--- config.mk ---
export PLATFORM = sky130hd
export DESIGN_NAME = uart_thre_irq_gen
export DESIGN_NICKNAME = d
export VERILOG_FILES = /design/src/rtl/uart_thre_pkg.sv /design/src/rtl/uart_thre_edges.sv /design/src/rtl/uart_thre_pair.sv /design/src/rtl/uart_thre_delay.sv /design/src/rtl/uart_thre_irq.sv /design/src/rtl/uart_thre_irq_gen.sv
export SDC_FILE = /design/constraint.sdc
export NUM_CORES = 1
export LEC_CHECK = 0
export ABC_AREA = 1
export BUFFER_PORTS_ARGS = -buffer_cell sky130_fd_sc_hd__buf_4
export CAP_MARGIN = 20
export CORE_MARGIN = 1
export CORE_UTILIZATION = 28
export CTS_CLUSTER_SIZE = 30
export DETAILED_ROUTE_END_ITERATION = 8
export PLACE_DENSITY_LB_ADDON = 0.1
export SLEW_MARGIN = 20
export SYNTH_ARGS = -nofsm -noshare
export SYNTH_HDL_FRONTEND = slang
export SYNTH_SLANG_ARGS = --single-unit
--- constraint.sdc ---
create_clock -name clk -period 3.6 [get_ports clk]
set_clock_uncertainty 0.15 [all_clocks]
set_input_delay 0.54 -clock clk [delete_from_list [all_inputs] [get_ports clk]]
set_output_delay 0.54 -clock clk [all_outputs]
set_load 0.02 [all_outputs]
--- src/rtl/uart_thre_pkg.sv ---
package uart_thre_pkg;
  typedef enum logic [1:0] {
    DLY_IDLE  = 2'd0,
    DLY_WCHAR = 2'd1,
    DLY_WSTOP = 2'd2
  } dly_state_e;
endpackage

--- src/rtl/uart_thre_edges.sv ---
// Registers the control bits and derives their edges.
module uart_thre_edges (
  input  logic clk,
  input  logic rst_n,
  input  logic fifo_en,
  input  logic tx_ie,
  output logic fen_chg,
  output logic ie_rise,
  output logic dly_mode
);
  logic fen_q;
  logic ie_q;

  always_ff @(posedge clk or negedge rst_n) begin
    if (!rst_n) begin
      fen_q <= 1'b0;
      ie_q  <= 1'b0;
    end else begin
      fen_q <= fifo_en;
      ie_q  <= tx_ie;
    end
  end

  assign fen_chg  = fifo_en ^ fen_q;
  assign ie_rise  = tx_ie & ~ie_q;
  assign dly_mode = fifo_en & tx_ie;
endmodule

--- src/rtl/uart_thre_pair.sv ---
// Sticky record: occupancy reached PAIR_LEVEL since the last empty report.
module uart_thre_pair #(
  parameter int CNT_W      = 5,
  parameter int PAIR_LEVEL = 2
) (
  input  logic             clk,
  input  logic             rst_n,
  input  logic [CNT_W-1:0] fifo_level,
  input  logic             thre_rise,
  output logic             pair_seen
);
  localparam logic [CNT_W-1:0] PairLvl = CNT_W'(PAIR_LEVEL);

  logic pair_q;

  always_ff @(posedge clk or negedge rst_n) begin
    if (!rst_n)         pair_q <= 1'b0;
    else if (thre_rise) pair_q <= 1'b0;
    else                pair_q <= pair_q | (fifo_level >= PairLvl);
  end

  assign pair_seen = pair_q;
endmodule

--- src/rtl/uart_thre_delay.sv ---
// Empty status with the optional one-character-minus-stop-bit delay.
module uart_thre_delay
  import uart_thre_pkg::*;
#(
  parameter int CNT_W = 5
) (
  input  logic             clk,
  input  logic             rst_n,
  input  logic [CNT_W-1:0] fifo_level,
  input  logic             dly_mode,
  input  logic             fen_chg,
  input  logic             pair_seen,
  input  logic             char_tick,
  input  logic             stop_tick,
  output logic             thre,
  output logic             thre_nxt,
  output logic             thre_rise
);
  dly_state_e dly_q, dly_d;
  logic       was_nz_q;
  logic       thre_q;
  logic       empty_now;
  logic       start_dly;

  assign empty_now = (fifo_level == '0);
  assign start_dly = empty_now & was_nz_q & dly_mode & ~pair_seen & ~fen_chg;

  always_comb begin
    dly_d = dly_q;
    if (!empty_now || fen_chg || !dly_mode) begin
      dly_d = DLY_IDLE;
    end else if (start_dly) begin
      dly_d = DLY_WCHAR;
    end else begin
      case (dly_q)
        DLY_WCHAR: if (char_tick) dly_d = DLY_WSTOP;
        DLY_WSTOP: if (stop_tick) dly_d = DLY_IDLE;
        default:   dly_d = DLY_IDLE;
      endcase
    end
  end

  assign thre_nxt  = empty_now & (dly_d == DLY_IDLE);
  assign thre_rise = thre_nxt & ~thre_q;

  always_ff @(posedge clk or negedge rst_n) begin
    if (!rst_n) begin
      dly_q    <= DLY_IDLE;
      was_nz_q <= 1'b0;
      thre_q   <= 1'b1;
    end else begin
      dly_q    <= dly_d;
      was_nz_q <= ~empty_now;
      thre_q   <= thre_nxt;
    end
  end

  assign thre = thre_q;
endmodule

--- src/rtl/uart_thre_irq.sv ---
// Pending transmit-empty request: set on events, cleared by the host.
module uart_thre_irq (
  input  logic clk,
  input  logic rst_n,
  input  logic thre_nxt,
  input  logic thre_rise,
  input  logic fen_chg,
  input  logic ie_rise,
  input  logic tx_ie,
  input  logic thr_wr,
  input  logic iir_rd,
  input  logic thre_top,
  output logic thre_irq
);
  logic pend_q;
  logic set_ev;
  logic clr_ev;

  assign set_ev = tx_ie & thre_nxt & (thre_rise | fen_chg | ie_rise);
  assign clr_ev = thr_wr | (iir_rd & thre_top) | ~tx_ie | ~thre_nxt;

  always_ff @(posedge clk or negedge rst_n) begin
    if (!rst_n)      pend_q <= 1'b0;
    else if (clr_ev) pend_q <= 1'b0;
    else             pend_q <= pend_q | set_ev;
  end

  assign thre_irq = pend_q;
endmodule

--- src/rtl/uart_thre_irq_gen.sv ---
module uart_thre_irq_gen #(
  parameter int FIFO_DEPTH = 16,
  parameter int PAIR_LEVEL = 2,
  localparam int CNT_W     = $clog2(FIFO_DEPTH + 1)
) (
  input  logic             clk,
  input  logic             rst_n,
  input  logic [CNT_W-1:0] fifo_level,
  input  logic             thr_wr,
  input  logic             iir_rd,
  input  logic             thre_top,
  input  logic             char_tick,
  input  logic             stop_tick,
  input  logic             fifo_en,
  input  logic             tx_ie,
  output logic             thre,
  output logic             thre_irq
);
  logic fen_chg, ie_rise, dly_mode;
  logic pair_seen, thre_nxt, thre_rise;

  uart_thre_edges u_edges (
    .clk      (clk),
    .rst_n    (rst_n),
    .fifo_en  (fifo_en),
    .tx_ie    (tx_ie),
    .fen_chg  (fen_chg),
    .ie_rise  (ie_rise),
    .dly_mode (dly_mode)
  );

  uart_thre_pair #(.CNT_W(CNT_W), .PAIR_LEVEL(PAIR_LEVEL)) u_pair (
    .clk        (clk),
    .rst_n      (rst_n),
    .fifo_level (fifo_level),
    .thre_rise  (thre_rise),
    .pair_seen  (pair_seen)
  );

  uart_thre_delay #(.CNT_W(CNT_W)) u_delay (
    .clk        (clk),
    .rst_n      (rst_n),
    .fifo_level (fifo_level),
    .dly_mode   (dly_mode),
    .fen_chg    (fen_chg),
    .pair_seen  (pair_seen),
    .char_tick  (char_tick),
    .stop_tick  (stop_tick),
    .thre       (thre),
    .thre_nxt   (thre_nxt),
    .thre_rise  (thre_rise)
  );

  uart_thre_irq u_irq (
    .clk       (clk),
    .rst_n     (rst_n),
    .thre_nxt  (thre_nxt),
    .thre_rise (thre_rise),
    .fen_chg   (fen_chg),
    .ie_rise   (ie_rise),
    .tx_ie     (tx_ie),
    .thr_wr    (thr_wr),
    .iir_rd    (iir_rd),
    .thre_top  (thre_top),
    .thre_irq  (thre_irq)
  );
endmodule

==> Word level (Yosys, flattened, before mapping) <==
Cells that the tools add are included.
{ "word_totals": {"register_bits": 8, "inputBits": 14, "output_inout_bits": 2, "word_cells": 49} }
{ "classes": {"order_cmp": 1, "n_eq_ne": 2, "n_bitwise": 26, "n_mux": 7, "n_reduce_logical": 6} }
{ "op_table": {"columns": ["cell", "count"], "rows": [
  ["bitwise AND 1 bit", 11],
  ["2-to-1 mux 2 bit", 4],
  ["NOT 1 bit", 7],
  ["bitwise OR 1 bit", 7],
  [">= comparator 5 x 2 -> 1 bit, second input constant", 1],
  ["zero test 5 bit", 1],
  ["case mux 2 bit (2 select lines)", 1],
  ["== test 2 x 1 -> 1 bit, second input constant", 1],
  ["== test 2 bit, second input constant", 1],
  ["zero test 1 bit", 2],
  ["zero test 2 bit", 1],
  ["logical OR 1 bit", 2],
  ["2-to-1 mux 1 bit", 2],
  ["bitwise XOR 1 bit", 1]
]} }

==> Longest topological paths before layout <==
Gate-level depths: netlist of run 1.
{ "logic_depth": {"word_depth": 15, "ltp_mapped": 10, "ltp_nobuf": 10} }

==> By module <==
From an unflattened synthesis of run 1, not the netlist that was laid out.
{ "unflattened": {"hier_cells": 70, "hier_area_um2": 473.0} }
{ "by_module_without_submodules": {"columns": ["module", "n_inst", "cells_per_inst", "area_per_inst_um2", "seq_area_each_um2"], "rows": [
  ["uart_thre_delay", 1, 39, 267.8, 101.3],
  ["uart_thre_edges", 1, 11, 83.8, 50.0],
  ["uart_thre_irq", 1, 12, 68.8, 25.0],
  ["uart_thre_pair", 1, 8, 52.6, 25.0]
]} }

==> Worst setup path before layout of run 1 <==
No wires, ideal clock.
{ "synth_path": {"path_kind": "register to register", "start": "register u_delay.dly_q[0]", "end": "register u_pair.pair_q (netlist: u_pair.pair_seen)", "t_required_ns": 3.332, "setup_ns": 0.118, "arrival_time_ns": 1.074, "synth_period_minus_slack_ns": 1.342, "path_buffers": 0, "setup_slack_ns": 2.258, "path_stages_with_launch": 10, "cell_sequence": "dfrtp_1 inv_1 ha_1 nor2_1 nand2_1 nand2_1 nand2_1 nand3_2 nor2_2 nor2_2"} }
{ "synth_between": {"elab_chain_len": 8, "word_cells_on_any_way": 11, "cone_classes": "2 x eq/ne; 6 x mux; 2 x bitwise; 1 x reduce/logical"} }
{ "synth_rtl": {"columns": ["element", "line_no", "source"], "rows": [
  ["start: declaration", "uart_thre_delay.sv:19", "dly_state_e dly_q, dly_d;"],
  ["start signal: assignment", "uart_thre_delay.sv:52", "dly_q <= dly_d;"],
  ["== test 2 bit, or another cell as far along", "uart_thre_delay.sv:35", "case (dly_q)"],
  ["case mux 2 bit (2 select lines) (*)", "uart_thre_delay.sv:35", null],
  ["2-to-1 mux 2 bit (*)", "uart_thre_delay.sv:32", "end else if (start_dly) begin"],
  ["2-to-1 mux 2 bit (*)", "uart_thre_delay.sv:30", "if (!empty_now || fen_chg || !dly_mode) begin"],
  ["zero test 2 bit (*)", "uart_thre_delay.sv:43", "assign thre_nxt = empty_now & (dly_d == DLY_IDLE);"],
  ["bitwise AND 1 bit (*)", "uart_thre_delay.sv:43", null],
  ["bitwise AND 1 bit (*)", "uart_thre_delay.sv:44", "assign thre_rise = thre_nxt & ~thre_q;"],
  ["2-to-1 mux 1 bit (*)", "uart_thre_pair.sv:18", "else if (thre_rise) pair_q <= 1'b0;"],
  ["end signal: assignment", "uart_thre_pair.sv:19", "else pair_q <= pair_q | (fifo_level >= PairLvl);"],
  ["end: declaration", "uart_thre_pair.sv:14", "logic pair_q;"]
]} }
Every way passes the cells marked *; elsewhere a longest branch is shown, timed or not.

==> Final worst setup path of run 1 <==
{ "layout_path": {"start": "register u_delay.thre_q (netlist: u_delay.thre)", "end": "output port thre"} }
{ "layout_rtl": {"columns": ["element", "line_no", "source"], "rows": [
  ["start: declaration", "uart_thre_delay.sv:21", "logic thre_q;"],
  ["start signal: assignment", "uart_thre_delay.sv:54", "thre_q <= thre_nxt;"],
  ["end: declaration", "uart_thre_irq_gen.sv:16", "output logic thre,"]
]} }
No word-level cell between the ends.

==> impl_metrics.py, run 1 <==
metrics = {
    "clock_network": {
        "cts_tree": "built",
        "clk_latency_ns": 0.26,
        "cts-buffers-inserted": 3,
        "cts_setup_buffers": 0,
        "clkTransAtPathRegs_ns": 0.05,
        "root_buffer": "clkbuf_4",
        "postCtsResizedCells": 0,
        "cts.path.max_buffers": 2,
        "htree_levels": 1,
        "ctsHoldBuffers": 1,
        "cts.sinks": 8,
    },
    "floorplan": {
        "pin_count": 16,
        "row_count": 13,
        "dieWidth_um": 40.7,
        "die_area_um2": 1660,
        "start_util": 0.310,
        "die_h_um": 40.7,
        "core_um2": 1350,
    },
    "logic_synthesis": {
        "syn_inst": 51,
        "syn_area_per_cell_um2": 8.22,
        "ys_warn_count": 0,
        "yosysSeqAreaShare": 0.481,
        "synth_nets": 67,
        "yosysTopAreaCellShare": 0.418,
        "ys_types": 12,
        "netlist_area_um2": 419,
        "yosys.area.top_type": "dfrtp_1",
        "synth-seq-cells": 8,
        "synthTopCellsByArea": "dfrtp_1 42%, inv_1 11%, nand2_1 9.9%, nor2_2 7.5%, dfstp_2 6.3%",
    },
    "cells_and_area": {
        "layout_commonest_cell": "buf_4",
        "antenna_cells": 0,
        "area_growth_pct": 40.0,
        "drive_above_1_share": 0.366,
        "final_util": 0.435,
        "final_cell_mix": "15 x buf_4, 12 x inv_1, 11 x nand2_1",
        "nNetsFinal": 88,
    },
    "critical_path": {
        "reg2reg_to": "u_pair.pair_seen$_DFF_PN0_",
        "criticalPathCategory": "flip-flop to output pin",
        "required_ns": 2.91,
        "worst_r2r_path_depth": 9,
        "crit_fanout": 3,
        "worst-path-buf-inv": 1,
        "worst_path_max_delay_cell": "dfstp_2",
        "r2r_slack_ns": 2.16,
        "arrival_ns": 0.94,
        "worstSetupEndpointType": "output pin",
        "path_cells": "buf_4",
        "start_kind": "flip-flop",
        "timing.rr.start": "u_delay.dly_q[0]$_DFF_PN0_",
        "crit_family": "flip-flops",
        "cp_slowest_stage_delay_ns": 0.55,
    },
    "timing": {
        "final_max_slew_viol_count": 0,
        "fin_tns_setup_ns": 0,
        "timing.slew.headroom": 0.910,
        "fmax_mhz": 614,
        "grt_setup_unrepaired": "false",
        "tightest_slew_ns": 0.134,
        "setup_violations": 0,
        "hold_viol_final": 0,
        "post-route-period-util": 0.452,
        "final_period_minus_worst_setup_slack_ns": 1.63,
    },
    "global_routing": {
        "antenna_found_initial": 0,
        "track_usage": 0.109,
        "grt_max_degree": 9,
        "grt_pass1_wl_um": 1090,
        "grt_pass1_vias": 304,
        "grt_overflow": 0,
    },
    "power_and_ir_drop": {
        "powerDensity_nw_per_um2": 320,
        "ir_drop_v": 0.000153,
        "total_leakage_power_uw": 0.000323,
    },
    "routing": {
        "wl_um": 704,
        "vias_per_cell": 4.20,
        "drt_iter0_markers": 4,
        "antenna_left": 0,
        "drc_errors": 0,
        "drt_first_pass_iters": 2,
        "vias": 361,
        "wl_per_cell_um": 8.19,
    },
    "place": {
        "port_buffers": 15,
        "place_congestion": 0.767,
        "hpwl_um": 583,
    },
    "status": {
        "outcome": "complete, no violations",
    },
    "hold_path": {
        "worstHoldStart": "tx_ie",
        "hp-class": "input pin to flip-flop",
        "min_to": "u_edges.ie_q$_DFF_PN0_",
        "hold_path_depth": 1,
    },
    "job": {
        "drv.max_cap_violation_count": 0,
    },
}
-- metrics by stage --
step | hold slack [ns] | worst slack [ns] | instances | power (uW) | cell area, um2
global route | 0.249 | 1.94 | 86 | 201 | 587
CTS | 0.257 | 1.96 | 86 | 192 | 587
finish | 0.267 | 1.97 | 86 | 188 | 587
detailed placement | 0.211 | 2.08 | 81 | 115 | 551
floorplan | 0.0944 | 2.26 | 51 | 99.9 | 419
global placement | 0.215 | 2.09 | 81 | 115 | 551
-- cells in the mapped netlist --
cell and number:
nand3_2 2, dfstp_2 1, nand3_1 3, nand4_1 1, nand2_1 11, inv_1 12, a21oi_1 2, ha_1 2
nor2_1 4, nor2_2 5, dfrtp_1 7, xnor2_1 1
-- final cells by class --
| cell class | instances | area (um2) |
|---|---|---|
| fillers | 154 | 763 |
| flip-flops and latches | 8 | 201 |
| multi-input cells | 31 | 173 |
| repair buffers | 16 | 123 |
| inverters | 12 | 45.0 |
| clock buffers | 4 | 26.3 |
| well taps | 15 | 18.8 |
-- registers in the layout, summed over array words and instances (netlist names) --
signal,cells
u_irq.thre_irq,1
u_edges.ie_q,1
u_delay.was_nz_q,1
u_pair.pair_seen,1
u_edges.fen_q,1
u_delay.thre,1
u_delay.dly_q,2
-- layer usage --
layer  GRT usage  vias up  wire length, um
met5           0        -                0
met3      0.0652        2               35
met4      0.0500        0               13
met2       0.179        8              351
met1       0.110      159              304
li1            -      192                -
-- power breakdown --
group	leakage, uW	total [uW]	switching (uW)	internal [uW]
clock	0.0000150	74.5	32.0	42.5
sequential	0.0000934	92.7	0.838	91.9
combinational	0.000215	20.7	8.11	12.6
-- cell families (layout without fill, tap and decap cells) --
family / after synthesis / count (layout) / share of synthesized area
flops: 8 / 8 / 0.481
compound gates: 2 / 2 / 0.0239
buf+inv: 12 / 32 / 0.107
fa+ha+maj: 2 / 2 / 0.0597
xor+xnor: 1 / 1 / 0.0209
simple gates: 26 / 26 / 0.307
-- how the worst max path moves through the flow --
stage | startpoint | end | cells past startpoint
floorplan | u_delay.dly_q[0]$_DFF_PN0_ | u_pair.pair_seen$_DFF_PN0_ | 9
CTS | u_delay.thre$_DFF_PN1_ | thre | 1
finish | u_delay.thre$_DFF_PN1_ | thre | 1
global route | u_delay.thre$_DFF_PN1_ | thre | 1
detailed placement | fifo_level[1] | u_pair.pair_seen$_DFF_PN0_ | 8
global placement | fifo_level[1] | u_irq.thre_irq$_DFF_PN0_ | 7
No activity file was read; power rests on OpenSTA's default activity.
==> inputs of run 2 (changes only) <==
==> constraint.sdc (replaced) <==
create_clock -name clk -period 1.6 [get_ports clk]
set_clock_uncertainty 0.15 [all_clocks]
set_input_delay 0.24 -clock clk [delete_from_list [all_inputs] [get_ports clk]]
set_output_delay 0.24 -clock clk [all_outputs]
set_load 0.02 [all_outputs]
==> run 2 against run 1 <==
  * Sequential power up 130%
  * Combinational power up 140%
  * Clock power up 120%
  * Via count up 3.0%
  * Core utilization up 1.5 points
  * Critical endpoint is now u_pair.pair_seen$_DFF_PN0_
  * First-iteration DRC count unchanged
  * Count of clock-buffer cells in the layout unchanged
  * Sequential cell count unchanged
  * Cell area up 3.4%
  * Sequential share of layout area down 1.1 points
  * Total power up 130%
  * Critical path depth up 8
==> impl_metrics.py, run 2 (synthesis results as in run 1) <==
metrics = {
    "critical_path": {
        "worst_path_max_delay_cell": "dfrtp_1",
        "path_cells": "inv_1 > ha_1 > nor2_1 > nand2_1 > nand2_1 > nand2_1 > nand3_2 > nor2_2 > nor2_2",
        "required_ns": 1.59,
        "arrival_ns": 1.43,
        "criticalPathCategory": "flip-flop to flip-flop",
        "start_kind": "flip-flop",
        "critPathMostFrequentCell": "nand2_1",
        "worstSetupEndpointType": "flip-flop",
        "crit_fanout": 3,
        "cp_slowest_stage_delay_ns": 0.35,
    },
    "cells_and_area": {
        "area_growth_pct": 44.8,
        "num-fill-cells": 145,
        "antenna_cells": 0,
        "layout_commonest_cell": "buf_4",
        "drive_above_1_share": 0.356,
        "nNetsFinal": 90,
        "final_area_um2": 607,
        "largest_register_ffs": 2,
        "fin_cells": 88,
        "top_register": "u_delay.dly_q",
        "final_cell_mix": "15 x buf_4, 12 x inv_1, 11 x nand2_1",
    },
    "clock_network": {
        "clk_latency_ns": 0.26,
        "clkTransAtPathRegs_ns": 0.06,
        "postCtsResizedCells": 0,
        "cts-buffers-inserted": 3,
        "htree_levels": 1,
        "cts.sinks": 8,
        "root_buffer": "clkbuf_4",
        "cts_tree": "built",
        "cts.path.max_buffers": 2,
    },
    "global_routing": {
        "antenna_found_initial": 0,
        "grt_max_degree": 9,
        "grt_pass1_vias": 342,
        "grt_overflow": 0,
        "track_usage": 0.125,
        "grt_pass1_wl_um": 1270,
    },
    "place": {
        "port_buffers": 15,
        "hpwl_um": 620,
        "place_congestion": 0.649,
        "dp.cells": 81,
        "place_area_um2": 551,
    },
    "timing": {
        "grt_setup_unrepaired": "false",
        "timing.slew.headroom": 0.906,
        "final_max_slew_viol_count": 0,
        "setup_violations": 0,
        "final_period_minus_worst_setup_slack_ns": 1.44,
        "post-route-period-util": 0.897,
        "tightest_slew_ns": 0.140,
        "fmax_mhz": 697,
        "fin_tns_setup_ns": 0,
        "hold_viol_final": 0,
    },
    "floorplan": {
        "row_count": 13,
        "core_um2": 1350,
        "start_util": 0.310,
        "die_area_um2": 1660,
        "dieWidth_um": 40.7,
        "die_h_um": 40.7,
        "pin_count": 16,
    },
    "routing": {
        "vias_per_cell": 4.23,
        "antenna_left": 0,
        "vias": 372,
        "drc_errors": 0,
        "drt_iter0_markers": 4,
        "wl_per_cell_um": 8.63,
        "drt_first_pass_iters": 3,
        "wl_um": 759,
    },
    "hold_path": {
        "hp-class": "input pin to flip-flop",
    },
    "power_and_ir_drop": {
        "total_leakage_power_uw": 0.000331,
        "powerDensity_nw_per_um2": 702,
        "ir_drop_v": 0.000542,
    },
    "job": {
        "drv.max_cap_violation_count": 0,
    },
    "status": {
        "outcome": "complete, no violations",
    },
}
-- run 2: cell types whose count changed in the layout (fill, tap and decap cells not counted) --
cell | previous run | this run
dlygate4sd3_1 | 1 | 3
-- run 2: repair_timing --
action,4_1_cts,5_1_grt
hold buffers,3,0
buffers inserted,0,0
endpoints found under the hold margin,10,0
-- run 2: critical path, delay by kind of cell (launching register included) --
family | cells | cell delay, ns
simple gates | 7 | 0.50
flops | 1 | 0.35
fa+ha+maj | 1 | 0.29
buf+inv | 1 | 0.06
-- run 2: report_power, final --
| part | switching (uW) | total, uW | internal, uW |
|---|---|---|---|
| clock network | 71.6 | 167 | 95.6 |
| logic | 18.8 | 50.4 | 31.5 |
| registers | 1.81 | 209 | 207 |
-- run 2: cell type report --
cell class              count  area (um2)  area share
inverters                  12        45.0      0.0742
repair buffers             18         143       0.235
clock buffers               4        26.3      0.0433
flip-flops and latches      8         201       0.332
multi-input cells          31         173       0.285
well taps                  15        18.8      0.0309
-- run 2: per-stage QoR --
stage	utilization	setup slack, ns	total power (uW)	hold WS (ns)
4_1_cts	0.449	0.147	434	0.0592
6_report	0.449	0.164	426	0.0602
2_1_floorplan	-	0.258	225	-0.206
3_3_place_gp	0.408	0.169	257	-0.0846
5_1_grt	0.449	0.0301	453	0.0626
3_5_place_dp	0.408	0.161	258	-0.0863
-- run 2: per-layer routing --
metal,GRT usage,up-vias,wire [um]
li1,-,199,-
met1,0.122,164,310
met2,0.218,9,392
met3,0.0815,0,55
met4,0.0250,0,0
met5,0,-,0
-- run 2: final timing paths --
kind | startpoint | end | slack [ns] | depth (start not counted)
setup / recovery | u_delay.dly_q[0]$_DFF_PN0_ | u_pair.pair_seen$_DFF_PN0_ | 0.16 | 9
hold / removal | fifo_level[2] | u_delay.was_nz_q$_DFF_PN0_ | 0.06 | 3
setup reg to reg | u_delay.dly_q[0]$_DFF_PN0_ | u_pair.pair_seen$_DFF_PN0_ | 0.16 | 9
hold reg to reg | u_pair.pair_seen$_DFF_PN0_ | u_pair.pair_seen$_DFF_PN0_ | 0.37 | 2
max in group asynchronous | rst_n | u_delay.thre$_DFF_PN1_ | 0.91 | 2
min in group asynchronous | rst_n | u_delay.was_nz_q$_DFF_PN0_ | 0.18 | 2
